### src/rtl/seg_code_pkg.sv
// Package seg_code_pkg
// Purpose : default sizes shared by the delay-code updater and its submodules.
// Assumes : coarse segment count plus fine width gives the full code width.
package seg_code_pkg;
    localparam int unsigned SEG_COUNT  = 6;
    localparam int unsigned FINE_WIDTH = 5;
    localparam int unsigned CODE_WIDTH = SEG_COUNT + FINE_WIDTH;
endpackage

### src/rtl/code_capture.sv
// Module  : code_capture
// Purpose : registers the requested code on the oscillator clock. The coarse
//           part goes to per-segment shadow bits, the fine part straight to
//           the fine output, which takes effect in the next cycle.
// Assumes : req_code is stable around the rising edge of clk.
module code_capture #(
    parameter int unsigned SEG_N  = seg_code_pkg::SEG_COUNT,
    parameter int unsigned FINE_N = seg_code_pkg::FINE_WIDTH,
    localparam int unsigned CODE_N = SEG_N + FINE_N
) (
    input  logic              clk,
    input  logic              rst_n,
    input  logic [CODE_N-1:0] req_code,
    output logic [SEG_N-1:0]  shadow,
    output logic [FINE_N-1:0] fine_q
);

    // Capture coarse request into shadow storage and apply fine bits.
    always_ff @(posedge clk) begin
        if (!rst_n) begin
            shadow <= '0;
            fine_q <= '0;
        end else begin
            shadow <= req_code[CODE_N-1:FINE_N];
            fine_q <= req_code[FINE_N-1:0];
        end
    end

    AST_FINE_ONE_CYCLE: assert property (@(posedge clk) disable iff (!rst_n)
        $past(rst_n) |-> (fine_q == $past(req_code[FINE_N-1:0])))
        else $error("fine bits not applied one cycle later");

endmodule

### src/rtl/seg_lane.sv
// Module  : seg_lane
// Purpose : holds the active select of one coarse segment. It adopts the
//           shadow bit only when the edge has left this segment (tap high)
//           and every earlier segment has already settled.
// Assumes : tap is a synchronous per-cycle flag from the delay line.
module seg_lane (
    input  logic clk,
    input  logic rst_n,
    input  logic tap,
    input  logic lower_clear,
    input  logic shadow_bit,
    output logic sel
);

    logic take;

    // Transfer is allowed only after the edge passed and lower lanes settled.
    always_comb take = tap && lower_clear;

    // Active select register; reset picks the bypass (minimum-delay) path.
    always_ff @(posedge clk) begin
        if (!rst_n)
            sel <= 1'b0;
        else if (take)
            sel <= shadow_bit;
    end

    AST_NO_MIDFLIGHT_CHANGE: assert property (@(posedge clk) disable iff (!rst_n)
        ($past(rst_n) && (sel != $past(sel))) |-> $past(tap))
        else $error("segment select changed with no tap");

    AST_SETTLED_HOLDS: assert property (@(posedge clk) disable iff (!rst_n)
        ($past(rst_n) && ($past(sel) == $past(shadow_bit))) |-> $stable(sel))
        else $error("settled segment select moved");

endmodule

### src/rtl/seg_code_updater.sv
// Module  : seg_code_updater
// Purpose : applies a requested period code to a segmented delay line
//           without glitches. Fine bits are registered once. Coarse bits pass
//           through shadow storage and reach each segment's select in first-
//           to-last order, each only after the edge has left that segment.
// Assumes : clk is the oscillator clock itself; seg_tap[i] is high in a cycle
//           where the edge has left segment i.
module seg_code_updater #(
    parameter int unsigned SEG_N  = seg_code_pkg::SEG_COUNT,
    parameter int unsigned FINE_N = seg_code_pkg::FINE_WIDTH,
    localparam int unsigned CODE_N = SEG_N + FINE_N
) (
    input  logic              clk,
    input  logic              rst_n,
    input  logic [CODE_N-1:0] req_code,
    input  logic [SEG_N-1:0]  seg_tap,
    output logic [SEG_N-1:0]  seg_sel,
    output logic [FINE_N-1:0] fine_sel,
    output logic              busy
);

    logic [SEG_N-1:0] shadow;
    logic [SEG_N-1:0] pend;
    logic [SEG_N:0]   clear_upto;

    code_capture #(.SEG_N(SEG_N), .FINE_N(FINE_N)) u_capture (
        .clk      (clk),
        .rst_n    (rst_n),
        .req_code (req_code),
        .shadow   (shadow),
        .fine_q   (fine_sel)
    );

    // Per-segment mismatch between applied select and captured request.
    always_comb pend = seg_sel ^ shadow;

    // Pending flag drives the busy output.
    always_comb busy = |pend;

    assign clear_upto[0] = 1'b1;

    genvar gi;
    generate
        for (gi = 0; gi < SEG_N; gi++) begin : g_lane
            // Prefix chain: no earlier segment still pending.
            assign clear_upto[gi+1] = clear_upto[gi] & ~pend[gi];

            seg_lane u_lane (
                .clk         (clk),
                .rst_n       (rst_n),
                .tap         (seg_tap[gi]),
                .lower_clear (clear_upto[gi]),
                .shadow_bit  (shadow[gi]),
                .sel         (seg_sel[gi])
            );
        end

        for (gi = 1; gi < SEG_N; gi++) begin : g_order_chk
            AST_FIRST_TO_LAST: assert property (@(posedge clk) disable iff (!rst_n)
                ($past(rst_n) && (seg_sel[gi] != $past(seg_sel[gi])))
                    |-> ($past(pend[gi-1:0]) == '0))
                else $error("segment changed before lower segments settled");
        end
    endgenerate

    AST_RESET_MIN_DELAY: assert property (@(posedge clk) disable iff (!rst_n)
        $past(!rst_n) |-> ((seg_sel == '0) && (fine_sel == '0) && !busy))
        else $error("reset did not leave minimum-delay code");

endmodule

### config.mk
export PLATFORM = sky130hd
export DESIGN_NAME = seg_code_updater
export DESIGN_NICKNAME = d
export VERILOG_FILES = /design/src/rtl/seg_code_pkg.sv /design/src/rtl/code_capture.sv /design/src/rtl/seg_lane.sv /design/src/rtl/seg_code_updater.sv
export SDC_FILE = /design/constraint.sdc
export NUM_CORES = 1
export LEC_CHECK = 0
export ABC_CLOCK_PERIOD_IN_PS = 2200
export BUFFER_PORTS_ARGS = -buffer_cell sky130_fd_sc_hd__buf_2
export CAP_MARGIN = 20
export CORE_UTILIZATION = 49
export CTS_BUF_LIST = sky130_fd_sc_hd__clkbuf_2 sky130_fd_sc_hd__clkbuf_4 sky130_fd_sc_hd__clkbuf_8
export DETAILED_ROUTE_END_ITERATION = 8
export MAX_ROUTING_LAYER = met4
export PLACE_DENSITY = 0.92
export SLEW_MARGIN = 20
export SYNTH_ARGS = -nofsm -noshare
export SYNTH_HDL_FRONTEND = slang
export SYNTH_HIERARCHICAL = 1
export SYNTH_SLANG_ARGS = --single-unit
### constraint.sdc
create_clock -name clk -period 2.2 [get_ports clk]
set_input_delay 0.11 -clock clk [delete_from_list [all_inputs] [get_ports clk]]
set_output_delay 0.11 -clock clk [all_outputs]
set_load 0.03 [all_outputs]
==> results.json <==
{
  "whs_path_depth": 2,
  "required_ns": 2.09,
  "antenna_found_initial": 0,
  "swShare_pct": 26.7,
  "ys_seq_elements": 17,
  "die_x_um": 38.2,
  "pwr-share-clk_pct": 27.5,
  "nFillCells": 92,
  "drtPass1Iterations": 3,
  "finalSetupTns_ns": 0,
  "min_to": "u_capture/fine_q[0]",
  "critPathCaptureType": "output port",
  "crit_family": "simple AND/OR/NAND/NOR gates",
  "min_path_type": "primary input to register",
  "crit_chain": "xor2_1, nor4_2, nand3_1, buf_2",
  "core_area_um2": 1160,
  "power.leakage_nw": 0.439,
  "maxCapViolCount": 0,
  "drc": 0,
  "p_int_w": 0.000430,
  "fin_crit_ns": 1.64,
  "rrSetupSlack_ns": 0.79,
  "utilization_pct": 72.2,
  "fin_crit_sh_pct": 74.6,
  "grt_pass1_vias": 497,
  "finalClockSkew_ns": 0.00348,
  "grt_start_max_net_pins": 24,
  "clock-sinks": 17,
  "syn_to_final_growth_pct": 30.3,
  "slowest_delay_ns": 0.37,
  "clock.fmax_mhz": 610,
  "cts_setup_buffers": 0,
  "finalInstanceArea_um2": 835,
  "pin_count": 31,
  "postSynthCellCount": 66,
  "dr_total_vias": 529,
  "die_h_um": 38.2,
  "nets": 120,
  "seq_power_share_pct": 56.4,
  "slowest_stage": "nor4_2",
  "clockRootBuffer": "clkbuf_4",
  "gp_congestion": 0.641,
  "place_area_um2": 797,
  "cts_resized": 0,
  "setup_viol": 0,
  "pwr_density_cell_nw_per_um2": 702,
  "synth_top_cell_area_share_pct": 53.1,
  "via_per_inst": 4.64,
  "track_usage_pct": 21.0,
  "pwr-share-comb_pct": 16.0,
  "initial_core_util_pct": 55.4,
  "whs_ns": 0.0177,
  "rr_endpoint": "g_lane[5].u_lane/sel",
  "ys_types": 13,
  "synth_area_leaders": "dfxtp_1 53%, and2_1 12%, nand2_1 11%, mux2i_1 9.4%, xor2_1 5.5%",
  "ys_seq_area_share_pct": 53.1,
  "crit_arrival_ns": 1.53,
  "synth_area_leader_cell": "dfxtp_1",
  "worstSetupPathType": "register to output port",
  "cts_tree": "done",
  "peakVddDrop_uv": 531,
  "ctsLongestPathBuffers": 2,
  "cts_inserted_buffers": 3,
  "clk_pin_slew_ns": 0.09,
  "ff2ff_path_depth": 5,
  "syn-cell-area_um2": 641,
  "overflow": 0,
  "grt_pass1_wl_um": 1880,
  "grt_setup_unrepaired": "false",
  "hpwl_um": 1020,
  "cp_num_buf_inv": 1,
  "drive_above_1_share_pct": 35.0,
  "drt_iter0_markers": 8,
  "synth_warnings": 6,
  "final_max_slew_viol_count": 0,
  "ctsHtreeMaxLevel": 1,
  "wire_per_inst_um": 11.5,
  "numPortBuffers": 30,
  "switchingPower_w": 0.000156,
  "min-delay-start": "req_code[0]",
  "status": "finished clean",
  "cts_hold_buf": 0,
  "reg2reg_from": "u_capture/shadow[0]",
  "num_rows": 12,
  "path_max_fanout": 4,
  "syn_nets": 85,
  "drtAntennaViolNets": 0,
  "hold_violations": 0,
  "cp-start-kind": "register",
  "routed_wl_um": 1310,
  "insertedDiodeCount": 0,
  "avgSynthCellArea_um2": 9.71,
  "dieArea_um2": 1460,
  "clk_latency_ns": 0.29
}
## metrics by stage
stage,cells,power (W),setup WS [ns]
after global placement,109,0.000426,0.918
after detailed placement,109,0.000431,0.818
final,114,0.000586,0.560
after floorplan,66,0.000397,0.740
after global routing,114,0.000617,0.427
after CTS,113,0.000597,0.540
## sequential cells by signal, summed over array words and instances, names as in the netlist
| register | cells |
|---|---|
| u_capture/fine_q | 5 |
| g_lane.u_lane/sel | 6 |
| u_capture/shadow | 6 |
## power by group through the flow
| stage | clock network [W] | registers (W) | logic [W] |
|---|---|---|---|
| final | 0.000161 | 0.000331 | 0.0000941 |
| after global routing | 0.000182 | 0.000333 | 0.000103 |
| after CTS | 0.000172 | 0.000331 | 0.0000934 |
| after detailed placement | 0 | 0.000338 | 0.0000929 |
| after global placement | 0 | 0.000337 | 0.0000895 |
| after floorplan | 0 | 0.000354 | 0.0000423 |
## cells by family (layout without fill, tap and decap cells)
logic type | after synthesis | in the layout | share of synthesized area, %
AND/OR/NAND/NOR | 34 | 34 | 26.4
XOR/XNOR | 6 | 6 | 8.20
multiplexers | 6 | 6 | 9.38
buffers and inverters | 2 | 36 | 2.34
flip-flops | 17 | 17 | 53.1
other | 1 | 1 | 0.585
## cell type report
class / instances / area, um^2 / share of cell area [%]
multi-input combinational: 47 / 285 / 34.2
tap: 14 / 17.5 / 2.10
clock buffer: 3 / 22.5 / 2.70
inverter: 1 / 3.75 / 0.450
timing repair buffer: 31 / 160 / 19.2
sequential: 17 / 340 / 40.8
clock inverter: 1 / 5.00 / 0.600
## synthesized netlist by cell type (all sizes together)
| master | count |
|---|---|
| nor4 | 1 |
| xor2 | 4 |
| xnor2 | 2 |
| buf | 1 |
| nand3 | 1 |
| dfxtp | 17 |
| and2 | 12 |
| conb | 1 |
| nand2 | 18 |
| mux2i | 6 |
| inv | 1 |
| nor2 | 1 |
| nor3 | 1 |
## per-layer routing
metal	vias up	part of all wire, %	global-route usage [%]
li1	274	-	-
met1	227	36	18.0
met2	24	56	38.1
met3	4	6.7	8.72
met4	0	1.6	10.7
met5	-	0	-
## how the worst max path moves through the flow
| stage | from | end | cells after the start |
|---|---|---|---|
| 3_5_place_dp | u_capture/shadow[0] | g_lane[5].u_lane/sel | 5 |
| 6_report | u_capture/shadow[0] | busy | 4 |
| 3_3_place_gp | u_capture/shadow[0] | g_lane[5].u_lane/sel | 5 |
| 2_1_floorplan | g_lane[0].u_lane/sel | g_lane[5].u_lane/sel | 5 |
| 5_1_grt | u_capture/shadow[0] | busy | 4 |
| 4_1_cts | u_capture/shadow[0] | busy | 4 |
## layout by cell type (no fill, tap or decap)
cell type and instances:
xor2_1 4, nor3_1 1, mux2i_1 6, dlygate4sd3_1 1, and2_1 12, conb_1 1, inv_1 1, clkbuf_4 3
nand3_1 1, nand2_1 18, xnor2_1 2, nor4_2 1, dfxtp_1 17, buf_2 30, nor2_1 1, clkinv_2 1
Power figures use the tool's default switching activity.
